<file path="src/rtl/rtc_alarm_pkg.sv">
package rtc_alarm_pkg;

    // edit machine: comparator runs on committed values / staging is open
    typedef enum logic {
        ST_LIVE,
        ST_EDIT
    } edit_state_t;

    // alarm flag machine
    typedef enum logic {
        FL_CLEAR,
        FL_RAISED
    } flag_state_t;

    // field index order used by the register map (address = index + 1)
    localparam int FLD_SEC  = 0;
    localparam int FLD_MIN  = 1;
    localparam int FLD_HOUR = 2;
    localparam int FLD_DATE = 3;

endpackage

</file>
<file path="src/rtl/rtc_alarm_regs.sv">
module rtc_alarm_regs
    import rtc_alarm_pkg::*;
#(
    parameter int VAL_W  = 7,
    parameter int NFIELD = 4,
    parameter int ADDR_W = 3
) (
    input  logic                           clk,
    input  logic                           rst_n,
    input  logic                           wr,
    input  logic [ADDR_W-1:0]              addr,
    input  logic [VAL_W:0]                 wdata,
    input  logic                           flag_in,
    output logic [VAL_W:0]                 rdata,
    output logic                           edit,
    output logic [NFIELD-1:0][VAL_W-1:0]   act_val,
    output logic [NFIELD-1:0]              act_mask
);

    localparam logic [ADDR_W-1:0] FLAGS_ADDR = '0;

    edit_state_t                  state_q, state_d;
    logic                         wr_flags;
    logic                         commit;
    logic [NFIELD-1:0][VAL_W-1:0] stage_val;
    logic [NFIELD-1:0]            stage_mask;

    assign wr_flags = wr && (addr == FLAGS_ADDR);

    // transitions: open (LIVE->EDIT), commit (EDIT->LIVE)
    always_comb begin
        state_d = state_q;
        commit  = 1'b0;
        unique case (state_q)
            ST_LIVE: if (wr_flags && wdata[0])  state_d = ST_EDIT;
            ST_EDIT: if (wr_flags && !wdata[0]) begin
                state_d = ST_LIVE;
                commit  = 1'b1;
            end
        endcase
    end

    always_ff @(posedge clk) begin
        if (!rst_n) state_q <= ST_LIVE;
        else        state_q <= state_d;
    end

    // staged and active copies, one slice per field
    for (genvar g = 0; g < NFIELD; g++) begin : g_field
        always_ff @(posedge clk) begin
            if (!rst_n) begin
                stage_val[g]  <= '0;
                stage_mask[g] <= 1'b1;
                act_val[g]    <= '0;
                act_mask[g]   <= 1'b1;
            end else begin
                if (state_q == ST_EDIT && wr && addr == ADDR_W'(g + 1)) begin
                    stage_val[g]  <= wdata[VAL_W-1:0];
                    stage_mask[g] <= wdata[VAL_W];
                end
                if (commit) begin
                    act_val[g]  <= stage_val[g];
                    act_mask[g] <= stage_mask[g];
                end
            end
        end
    end

    assign edit = (state_q == ST_EDIT);

    always_comb begin
        rdata = '0;
        if (addr == FLAGS_ADDR) begin
            rdata[0] = edit;
            rdata[1] = flag_in;
        end
        for (int i = 0; i < NFIELD; i++) begin
            if (addr == ADDR_W'(i + 1)) rdata = {stage_mask[i], stage_val[i]};
        end
    end

    // staging cannot move while the edit bit is clear
    p_locked_stage_r3: assert property (@(posedge clk) disable iff (!rst_n)
        (state_q == ST_LIVE) |=> ($stable(stage_val) && $stable(stage_mask)));

endmodule

</file>
<file path="src/rtl/rtc_alarm_match.sv">
module rtc_alarm_match
    import rtc_alarm_pkg::*;
#(
    parameter int VAL_W  = 7,
    parameter int NFIELD = 4
) (
    input  logic                          tick,
    input  logic [NFIELD-1:0][VAL_W-1:0]  cur_val,
    input  logic [NFIELD-1:0][VAL_W-1:0]  act_val,
    input  logic [NFIELD-1:0]             act_mask,
    output logic                          hit
);

    logic [NFIELD-1:0] fld_ok;

    // a masked field always agrees; an unmasked one must be equal
    for (genvar g = 0; g < NFIELD; g++) begin : g_cmp
        assign fld_ok[g] = act_mask[g] || (cur_val[g] == act_val[g]);
    end

    // the seconds field must take part, otherwise the alarm is off
    assign hit = tick && !act_mask[FLD_SEC] && (&fld_ok);

endmodule

</file>
<file path="src/rtl/rtc_alarm_flag.sv">
module rtc_alarm_flag
    import rtc_alarm_pkg::*;
(
    input  logic clk,
    input  logic rst_n,
    input  logic hit,
    input  logic ack,
    input  logic irq_en,
    output logic flag,
    output logic irq
);

    flag_state_t state_q, state_d;

    // transitions: hit (CLEAR->RAISED), ack (RAISED->CLEAR, lost to a hit)
    always_comb begin
        state_d = state_q;
        unique case (state_q)
            FL_CLEAR:  if (hit)         state_d = FL_RAISED;
            FL_RAISED: if (ack && !hit) state_d = FL_CLEAR;
        endcase
    end

    always_ff @(posedge clk) begin
        if (!rst_n) state_q <= FL_CLEAR;
        else        state_q <= state_d;
    end

    always_comb begin
        flag = (state_q == FL_RAISED);
        irq  = flag && irq_en;
    end

endmodule

</file>
<file path="src/rtl/rtc_alarm_cmp.sv">
module rtc_alarm_cmp
    import rtc_alarm_pkg::*;
#(
    parameter int VAL_W  = 7,
    parameter int NFIELD = 4,
    parameter int ADDR_W = 3
) (
    input  logic              clk,
    input  logic              rst_n,
    input  logic              tick_1hz,
    input  logic [VAL_W-1:0]  cur_sec,
    input  logic [VAL_W-1:0]  cur_min,
    input  logic [VAL_W-1:0]  cur_hour,
    input  logic [VAL_W-1:0]  cur_date,
    input  logic              reg_wr,
    input  logic              reg_rd,
    input  logic [ADDR_W-1:0] reg_addr,
    input  logic [VAL_W:0]    reg_wdata,
    output logic [VAL_W:0]    reg_rdata,
    input  logic              irq_en,
    output logic              irq
);

    logic [NFIELD-1:0][VAL_W-1:0] cur_val;
    logic [NFIELD-1:0][VAL_W-1:0] act_val;
    logic [NFIELD-1:0]            act_mask;
    logic                         edit;
    logic                         hit;
    logic                         ack;
    logic                         flag;

    always_comb begin
        cur_val           = '0;
        cur_val[FLD_SEC]  = cur_sec;
        cur_val[FLD_MIN]  = cur_min;
        cur_val[FLD_HOUR] = cur_hour;
        cur_val[FLD_DATE] = cur_date;
    end

    assign ack = reg_rd && (reg_addr == '0);

    rtc_alarm_regs #(.VAL_W(VAL_W), .NFIELD(NFIELD), .ADDR_W(ADDR_W)) u_regs (
        .clk      (clk),
        .rst_n    (rst_n),
        .wr       (reg_wr),
        .addr     (reg_addr),
        .wdata    (reg_wdata),
        .flag_in  (flag),
        .rdata    (reg_rdata),
        .edit     (edit),
        .act_val  (act_val),
        .act_mask (act_mask)
    );

    rtc_alarm_match #(.VAL_W(VAL_W), .NFIELD(NFIELD)) u_match (
        .tick     (tick_1hz),
        .cur_val  (cur_val),
        .act_val  (act_val),
        .act_mask (act_mask),
        .hit      (hit)
    );

    rtc_alarm_flag u_flag (
        .clk    (clk),
        .rst_n  (rst_n),
        .hit    (hit),
        .ack    (ack),
        .irq_en (irq_en),
        .flag   (flag),
        .irq    (irq)
    );

    // a hit raises the flag at the next edge
    p_hit_raises_r5: assert property (@(posedge clk) disable iff (!rst_n)
        hit |=> flag);

    // a flags read without a hit leaves the flag clear
    p_ack_clears_r8: assert property (@(posedge clk) disable iff (!rst_n)
        (ack && !hit) |=> !flag);

    // no tick, no new flag
    p_no_tick_r10: assert property (@(posedge clk) disable iff (!rst_n)
        (!tick_1hz && !flag) |=> !flag);

    // seconds excluded means the alarm is off
    p_sec_masked_r6: assert property (@(posedge clk) disable iff (!rst_n)
        (act_mask[FLD_SEC] && !flag) |=> !flag);

    // the active setting holds during an edit until the commit write
    p_active_hold_r4: assert property (@(posedge clk) disable iff (!rst_n)
        (edit && !(reg_wr && reg_addr == '0 && !reg_wdata[0]))
            |=> ($stable(act_val) && $stable(act_mask)));

endmodule

</file>
<file path="config.mk">
export PLATFORM = sky130hd
export DESIGN_NAME = rtc_alarm_cmp
export DESIGN_NICKNAME = d
export VERILOG_FILES = /design/src/rtl/rtc_alarm_pkg.sv /design/src/rtl/rtc_alarm_regs.sv /design/src/rtl/rtc_alarm_match.sv /design/src/rtl/rtc_alarm_flag.sv /design/src/rtl/rtc_alarm_cmp.sv
export SDC_FILE = /design/constraint.sdc
export NUM_CORES = 1
export LEC_CHECK = 0
export BUFFER_PORTS_ARGS = -buffer_cell sky130_fd_sc_hd__buf_2
export CAP_MARGIN = 20
export CORE_MARGIN = 2
export CORE_UTILIZATION = 45
export DETAILED_ROUTE_END_ITERATION = 12
export HOLD_SLACK_MARGIN = 0.03
export PLACE_DENSITY = 0.72
export SYNTH_ARGS = -nofsm -noshare
export SYNTH_HDL_FRONTEND = slang
export SYNTH_SLANG_ARGS = --single-unit
</file>
<file path="constraint.sdc">
create_clock -name clk -period 1.7 [get_ports clk]
set_input_delay 0.34 -clock clk [delete_from_list [all_inputs] [get_ports clk]]
set_output_delay 0.34 -clock clk [all_outputs]
set_load 0.02 [all_outputs]
</file>
==> results of run 1 <==
-- path summary, 6_finish.rpt --
path | from | endpoint
setup reg to reg | u_regs.act_val[9] | u_flag.flag
hold / removal | reg_wdata[7] | u_regs.stage_mask[0]
setup / recovery | u_regs.stage_val[15] | reg_rdata[1]
hold reg to reg | u_regs.act_val[4] | u_regs.act_val[4]
-- repair_timing --
| action | CTS | global route |
|---|---|---|
| gates resized for setup | 14 | 2 |
| cloned | 0 | 0 |
| setup buffers | 4 | 0 |
| endpoints found under the setup margin | 2 | 8 |
-- cell type report --
type	instances	area, um2
Clock buffer	11	151.4
Fill cell	618	2929
Tap cell	80	100.1
Inverter	2	7.507
Timing Repair Buffer	71	437.9
Clock inverter	5	61.31
Sequential cell	66	1329
Multi-Input combinational cell	246	1665
-- Yosys cell counts, drive strengths merged (3+ instances only) --
library cell | instances | area [um2]
nand2 | 73 | 274.0
dfxtp | 66 | 1321
buf | 9 | 50.04
a22oi | 6 | 45.04
o21ai | 3 | 15.01
xor2 | 15 | 131.4
mux2i | 38 | 380.4
nor2b | 28 | 175.2
o22ai | 7 | 43.79
nand3 | 10 | 50.05
nor4 | 5 | 31.28
nor2 | 3 | 18.77
a21boi | 29 | 217.7
clkbuf | 10 | 37.54
nand4 | 3 | 18.77
xnor2 | 13 | 113.9
-- metal layers --
layer | up-vias | wire length [um]
li1 | 1250 | -
met1 | 1153 | 3140
met2 | 63 | 3459
met3 | 15 | 312
met4 | 0 | 201
met5 | - | 0
-- worst reg2reg max path, cell delays in order, from the launching register on --
cell and delay [ps]:
dfxtp_1 330, xnor2_1 150, nand4_1 100, nor4_1 370
o22ai_1 180, o21ai_0 180
-- cells by family (layout without fill, tap and decap cells) --
family	after synthesis	after routing	share of synthesized area, %
buffers and inverters	21	89	3.096
and+or+nand+nor	132	132	21.34
muxes	40	40	13.85
AOI/OAI and AO/OA	46	46	10.71
xor gates and xnor gates	28	28	7.984
DFF	66	66	43.01
-- power groups by stage --
stage / registers (mW) / clock network (mW) / logic, mW
floorplan: 1.58 / 0 / 0.102
global placement: 1.58 / 0 / 0.200
detailed placement: 1.58 / 0 / 0.202
CTS: 1.55 / 1.39 / 0.205
global route: 1.55 / 1.46 / 0.222
finish: 1.55 / 1.37 / 0.203
-- state kept, by name, summed over array words and instances, names as in the netlist, named ones only --
signal,flops
u_regs.act_val,28
u_regs.stage_val,28
u_regs.act_mask,4
u_regs.stage_mask,4
u_flag.flag,1
==> out/results.txt, run 1 <==
Outcome = finished, violations left
Failing checks = negative setup slack
Diodes inserted = 0
Max Root-Sink Buffers = 2
I/O pins = 54
Global-route track usage on met1 = 26.31%
Cell leakage power = 1.453 nW
Post-layout min period = 1732 ps
Worst-skew pair later-pin latency = 340 ps
Reg2reg path depth = 5
Fin. Hold Viols = 0
Final nets = 441
Syn_nets = 378
Crit path launch type = register
GR Layer Usage met2 = 33.78%
Max cap viols = 0
Synthesis-to-finish area growth = 22.16%
Power per Cell Area = 832.0 nW/um2
Final period util = 101.9%
Global-route wire length before repair = 11790 um
Power, Total = 3.122 mW
Hpwl dp = 5131 um
Largest net degree at the start of global routing = 67
Synth Flop Type = dfxtp_1
Post-synth cell types = 31
CP max stage delay = 470 ps
Share of cells above drive strength 1 = 26.18%
Antenna-violating nets left = 0
Post-Place Worst Slack = 21.30 ps
Actual slew at the worst max-slew pin = 527.4 ps
Setup crit end kind = output pin
FF-to-FF setup slack = 320 ps
Cells after DPL = 461
Initial DRC count = 130
RSZ-0062 raised after global routing = true
Die H = 86.62 um
Design area = 3752 um2
WS Path Type = register to output pin
Fin Hold WS = 287.0 ps
Min setup slack post-route = -31.94 ps
Vias in the first global route = 2438
GR peak layer = met2
CTS root buffer = clkbuf_8
Effective utilization at floorplan = 45.97%
Sw frac = 22.80%
DP Area = 3480 um2
Clock power share = 43.9%
Worst IR drop on VDD = 0.3816 mV
Worst Hold Depth = 3
Sequential fraction of the synthesis area = 43.01%
Pre-Repair DR Iteration Count = 4
Clk sinks = 66
Async S/R FF share, synth = 0%
Syn Area/Cell = 9.224 um2
CP Max Fanout = 2
Met3 Use GR = 3.429%
Number of I/O port buffers = 53
Number of synthesized flops with an enable pin = 0
Post-CTS Hold Buffers = 0
DRC = 0
Gpl congestion = 0.8452
Critical Path RT = 1360 ps
Yosys reg bits = 66
Cell Chain, Critical Path = mux4_2 -> inv_2 -> o21ai_2 -> buf_6
Worst Path Arrival = 1390 ps
Crit path max-delay family = multiplexers
Cell row count = 30
Initial antenna violation count = 0
WP depth = 4
CTS tree = done
DR vias/cell = 5.158
Detailed Route WL = 7115 um
Rel. slew slack = 64.84%
Non-Filler Instances = 481
Netlist Area Pre-Place = 3072 um2
Die Width = 86.62 um
Hold WC Path Type = input port to register
Int Power = 2.410 mW
Flop pwr share = 49.6%
Die footprint = 7503 um2
Via count = 2481
Clock-pin slew on the worst setup and hold paths = 70 ps
Final Core Density = 56.16%
Synth warn = 0
CTS H-tree depth = 3
Setup TNS = -48.13 ps
Tot GR Track Use = 20.53%
Final setup violation count = 2
Crit path buf inv count = 2
Most common cell after layout, fill and taps aside = nand2_1
CTS Buf Count = 9
Slowest cell on crit path = mux4_2
NetSw = 0.7118 mW
WL/cell = 14.79 um
Synth Instances = 333
Clock skew = 7.422 ps
Most frequent cells in the layout = nand2_1, dfxtp_1, buf_2
Logic gate share of total power = 6.5%
Total grt overflow = 0
Fmax = 577.4 MHz
Core area = 6681 um2
Fin. max-slew vios = 0
Note: power is estimated with default switching activity, not from simulation.
==> run 2: changes to the inputs <==
Settings changed: CORE_ASPECT_RATIO from default to 0.7.
==> run 2 against run 1 <==
Net effect:
- the run still ends with negative setup slack left
- largest power group unchanged
- combinational power rose by 3%
- utilization rose by 0.34 points
- maximum frequency fell by 2.0%
- count of clock-buffer cells in the layout rose by 1
- die area rose by 0.14%
- via count barely moved
- hold slack got worse by 8.2 ps
- routed wire length rose by 9.4%
- register-to-register slack got worse by 100 ps
- setup slack got worse by 35 ps
==> out/results.txt, run 2 (same netlist as run 1, synthesis figures left out) <==
Sw frac = 21.51% (-1.3 points)
Hold WC Path Type = input port to register
Rel. slew slack = 63.14% (-1.7 points)
Crit. Startpoint = u_regs.stage_val[15]
Die H = 73.13 um (-16%)
Int Power = 2.555 mW (+6.0%)
Synthesis-to-finish area growth = 23.14%
Worst IR drop on VDD = 0.6023 mV (+58%)
Min setup slack post-route = -67.35 ps (-35.41 ps)
Outcome = finished, violations left
Max cap viols = 0 (unchanged)
Diodes inserted = 0 (unchanged)
Crit path launch type = register
CTS Buf Count = 9 (unchanged)
Antenna-violating nets left = 0 (unchanged)
Power per Cell Area = 860.7 nW/um2 (+3.4%)
Die Width = 102.8 um (+19%)
Share of cells above drive strength 1 = 24.94% (-1.2 points)
Number of I/O port buffers = 53 (unchanged)
CP Max Fanout = 2 (unchanged)
Multi-input logic area = 1664 um2 (about the same)
# fillers = 620 (+0.32%)
Final setup violation count = 2 (unchanged)
Cell leakage power = 1.464 nW (+0.79%)
Max Root-Sink Buffers = 2 (unchanged)
Effective utilization at floorplan = 45.89% (-0.086 points)
HP Start = reg_wdata[7]
Largest net degree at the start of global routing = 67 (unchanged)
Tot GR Track Use = 21.96% (+1.4 points)
DR vias/cell = 5.057 (-2.0%)
Top Registers = u_regs.act_val x28, u_regs.stage_val x28
Setup TNS = -132.6 ps (-84.51 ps)
Pre-Repair DR Iteration Count = 4 (unchanged)
Fmax = 565.8 MHz (-2.0%)
Die footprint = 7514 um2 (+0.14%)
Clock skew = 8.435 ps (+1.013 ps)
Flop pwr share = 47.5% (-2.1 points)
Reg area = 1331 um2 (+0.19%)
Total grt overflow = 0 (unchanged)
Detailed Route WL = 7785 um (+9.4%)
Fin Hold WS = 278.8 ps (-8.190 ps)
Reg2reg start = u_regs.act_val[13]
Clock-pin slew on the worst setup and hold paths = 70 ps (about the same)
Fin. max-slew vios = 0 (unchanged)
Worst Path Arrival = 1430 ps (+40 ps)
Initial antenna violation count = 0 (unchanged)
Most frequent cells in the layout = nand2_1, dfxtp_1, buf_2
Critical Path RT = 1360 ps (about the same)
Setup crit end kind = output pin
CTS tree = done
WS Path Type = register to output pin
Actual slew at the worst max-slew pin = 552.9 ps (+25.49 ps)
Initial DRC count = 148 (+14%)
Final nets = 437 (-0.91%)
Cell row count = 25 (-17%)
Post-Place Worst Slack = -2.932 ps (-24.23 ps)
Post-CTS Hold Buffers = 0 (unchanged)
CTS H-tree depth = 3 (unchanged)
Fin. Hold Viols = 0 (unchanged)
DRC = 0 (unchanged)
Final period util = 104.0% (+2.1 points)
NetSw = 0.7004 mW (-1.6%)
Failing checks = negative setup slack
Power, Total = 3.255 mW (+4.3%)
Vias in the first global route = 2280 (-6.5%)
RSZ-0062 raised after global routing = true
Gpl congestion = 0.8529 (+0.91%)
Via count = 2483 (+0.081%)
Global-route wire length before repair = 12140 um (+2.9%)
Hpwl dp = 5512 um (+7.4%)
Most common cell after layout, fill and taps aside = nand2_1
WL/cell = 15.86 um (+7.2%)
Worst-skew pair later-pin latency = 340 ps (about the same)
I/O pins = 54 (unchanged)
CTS root buffer = clkbuf_8
Logic gate share of total power = 6.4% (about the same)
Clock power share = 46.0% (+2.1 points)
Core area = 6694 um2 (+0.19%)
Clk sinks = 66 (unchanged)
Post-layout min period = 1767 ps (+35.41 ps)
run 2: cell count changes in the layout (fill, tap and decap cells not counted):
cell and change:
buf_12 +2, dfxtp_2 -1, clkinv_2 +1, and2b_1 +1, dfxtp_4 +1, bufinv_16 +1, buf_4 -6, clkbuf_1 +1
clkinv_4 +1, clkinvlp_4 -3, and2b_2 -1, inv_6 -1
run 2: repair_timing:
action                                 CTS  global route
endpoints found under the hold margin    0             0
setup endpoints to repair                2             6
setup buffers                            3             0
resized for setup                       11             5
gates cloned                             0             0
pin swaps                                0             0
run 2: path summary, 6_finish.rpt:
check / to / slack [ps] / depth (start not counted)
setup / recovery: reg_rdata[1] / -70 / 4
hold / removal: u_regs.stage_mask[0] / 280 / 3
hold reg to reg: u_regs.act_val[1] / 460 / 2
setup reg to reg: u_flag.flag / 220 / 5
run 2: per-layer routing:
| metal | part of all wire (%) | up-vias | wire length [um] | track usage [%] |
|---|---|---|---|---|
| li1 | - | 1250 | - | - |
| met1 | 51 | 1145 | 4006 | 33.69 |
| met2 | 41 | 82 | 3178 | 30.28 |
| met3 | 7.1 | 6 | 552 | 6.609 |
| met4 | 0.60 | 0 | 47 | 4.386 |
| met5 | 0 | - | 0 | 0 |
run 2: final cells by class:
| type | instances | area share (%) |
|---|---|---|
| inverters | 2 | 0.1985 |
| repair buffers | 67 | 11.45 |
| flip-flops and latches | 66 | 35.20 |
| clock buffers | 12 | 4.102 |
| multi-input cells | 246 | 44.00 |
| well taps | 94 | 3.109 |
| clock inverters | 4 | 1.952 |
run 2: critical path, cell delays in order, from the launching register on:
cell	delay, ps
dfxtp_2	330
mux4_2	490
inv_2	80
o21ai_2	50
buf_6	130
run 2: per-stage QoR:
stage	instances	cell area (um2)	utilization [%]
floorplan	333	3072	-
global placement	472	3500	52.28
detailed placement	472	3500	52.28
CTS	491	3771	56.34
global route	491	3782	56.50
finish	491	3782	56.50
run 2: power groups by stage:
stage / clock network [mW] / registers (mW) / logic, mW
2_1_floorplan: 0 / 1.58 / 0.102
4_1_cts: 1.52 / 1.55 / 0.208
3_3_place_gp: 0 / 1.58 / 0.202
6_report: 1.50 / 1.55 / 0.210
5_1_grt: 1.59 / 1.55 / 0.223
3_5_place_dp: 0 / 1.58 / 0.207
==> run 3: changes to the inputs <==
Settings changed: CTS_BUF_LIST from default to sky130_fd_sc_hd__clkbuf_4.
==> run 3 against run 2 <==
Net effect:
- the run still ends with negative setup slack left
- sequential share of layout area up 0.81 points
- critical path type unchanged
- die area is the same
- flip-flop and latch count did not move
- setup slack got worse by 77 ps
- clock skew rose by 4.3 ps
==> out/results.txt, run 3 (same netlist as run 1, synthesis figures left out) <==
Clock power share = 39.4% (-6.6 points)
Rel. slew slack = 61.32% (-1.8 points)
Outcome = finished, violations left
# fillers = 633 (+2.1%)
Initial antenna violation count = 0 (unchanged)
Most common cell after layout, fill and taps aside = nand2_1
Fin. Hold Viols = 0 (unchanged)
Global-route wire length before repair = 12080 um (-0.46%)
WS Path Type = register to output pin
Effective utilization at floorplan = 45.89% (unchanged)
RSZ-0062 raised after global routing = true
Cell leakage power = 1.437 nW (-1.9%)
Vias in the first global route = 2263 (-0.75%)
WL/cell = 15.65 um (-1.3%)
Final nets = 437 (unchanged)
Critical Path RT = 1360 ps (about the same)
Die Width = 102.8 um (unchanged)
I/O pins = 54 (unchanged)
Number of I/O port buffers = 53 (unchanged)
Die H = 73.13 um (unchanged)
HP Start = reg_wdata[7]
NetSw = 0.6472 mW (-7.6%)
Post-layout min period = 1845 ps (+77.47 ps)
Post-Place Worst Slack = -2.932 ps (unchanged)
Fin. max-slew vios = 0 (unchanged)
Int Power = 2.252 mW (-12%)
Min setup slack post-route = -144.8 ps (-77.47 ps)
Synthesis-to-finish area growth = 21.26%
Clock-pin slew on the worst setup and hold paths = 110 ps (+40 ps)
Most frequent cells in the layout = nand2_1, dfxtp_1, buf_2
Flop pwr share = 53.3% (+5.8 points)
Power per Cell Area = 778.4 nW/um2 (-9.6%)
CTS H-tree depth = 3 (unchanged)
Share of cells above drive strength 1 = 26.70% (+1.8 points)
Crit path launch type = register
Logic gate share of total power = 7.2% (+0.8 points)
Max cap viols = 0 (unchanged)
Core area = 6694 um2 (unchanged)
Worst hold endpoint = u_regs.stage_mask[0]
Top Registers = u_regs.act_val x28, u_regs.stage_val x28
Post-CTS Hold Buffers = 0 (unchanged)
FF-to-FF setup slack = 170 ps (-50 ps)
CTS root buffer = clkbuf_4
DR vias/cell = 5.004 (-1.0%)
Max Root-Sink Buffers = 2 (unchanged)
Setup TNS = -281.8 ps (-149.2 ps)
Cell row count = 25 (unchanged)
Hold WC Path Type = input port to register
Diodes inserted = 0 (unchanged)
Worst IR drop on VDD = 0.6032 mV (+0.14%)
Final setup violation count = 2 (unchanged)
Via count = 2457 (-1.0%)
CTS Buf Count = 9 (unchanged)
Worst Hold Depth = 3 (unchanged)
Sw frac = 22.32% (+0.81 points)
Die footprint = 7514 um2 (unchanged)
Failing checks = negative setup slack
Worst Path Arrival = 1500 ps (+70 ps)
Worst-skew pair later-pin latency = 410 ps (+70 ps)
Clock skew = 12.76 ps (+4.328 ps)
Reg2reg path depth = 5 (unchanged)
Fmax = 542.1 MHz (-4.2%)
Worst R2R End = u_flag.flag
Detailed Route WL = 7683 um (-1.3%)
Gpl congestion = 0.8529 (unchanged)
DRC = 0 (unchanged)
Final period util = 108.5% (+4.6 points)
Initial DRC count = 167 (+13%)
CTS tree = done
Total grt overflow = 0 (unchanged)
Tot GR Track Use = 21.83% (-0.13 points)
Actual slew at the worst max-slew pin = 574.8 ps (+21.94 ps)
Antenna-violating nets left = 0 (unchanged)
Clk sinks = 66 (unchanged)
Largest net degree at the start of global routing = 67 (unchanged)
Setup crit end kind = output pin
Reg2reg start = u_regs.act_val[13]
Pre-Repair DR Iteration Count = 4 (unchanged)
Hpwl dp = 5512 um (unchanged)
CP Max Fanout = 2 (unchanged)
[run 3: changes by cell type in the layout (fill, tap and decap cells not counted), sizes merged]
cell    change
clkbuf      -2
clkinv      +2
[run 3: how the worst max path moves through the flow]
stage                    startpoint  cells past startpoint  slack [ps]           endpoint
2_1_floorplan           reg_addr[1]                      4         100       reg_rdata[0]
3_3_place_gp            reg_addr[0]                      5          20       reg_rdata[1]
3_5_place_dp            reg_addr[1]                      7          -3  u_regs.act_val[9]
4_1_cts        u_regs.stage_val[14]                      4        -180       reg_rdata[0]
5_1_grt        u_regs.stage_val[14]                      4        -210       reg_rdata[0]
6_report       u_regs.stage_val[15]                      4        -140       reg_rdata[1]
[run 3: power groups by stage]
stage               Combinational (mW)  Clock (mW)  Sequential (mW)
floorplan                        0.102           0             1.58
global placement                 0.202           0             1.58
finish                           0.209        1.14             1.55
CTS                              0.208        1.18             1.55
global route                     0.223        1.24             1.55
detailed placement               0.207           0             1.58
[run 3: per-stage QoR]
step                instance area, um2  std cells  hold slack, ps  util (%)  power, mW
floorplan                         3072        333           439.9         -      1.685
global placement                  3500        472           449.7     52.28      1.786
detailed placement                3500        472           458.8     52.28      1.790
CTS                               3699        491           188.3     55.25      2.931
global route                      3725        491           200.4     55.64      3.015
finish                            3725        491           207.5     55.64      2.899
[run 3: area by class of cell]
cell class	count	area, um2	share of cell area [%]
multi-input cells	246	1664	44.68
flip-flops and latches	66	1341	36.01
repair buffers	67	437.9	11.76
well taps	94	117.6	3.158
clock inverters	6	81.33	2.183
clock buffers	10	75.07	2.015
inverters	2	7.507	0.2015
[run 3: metal layers]
layer,routed length [um],GRT usage [%],share of wire (%)
met2,3083,29.56,40
met5,0,0,0
met3,553,6.801,7.2
met4,80,4.825,1.0
met1,3966,33.63,52
[run 3: repair_timing]
action,4_1_cts,5_1_grt
setup buffers,3,0
gates resized for setup,11,15
setup endpoints to repair,2,7
pin swaps,0,2
[run 3: worst max-delay path: stages, from the launching register on]
cell and delay, ps:
dfxtp_2 350, mux4_2 490, inv_2 80, o21ai_2 50
buf_6 130
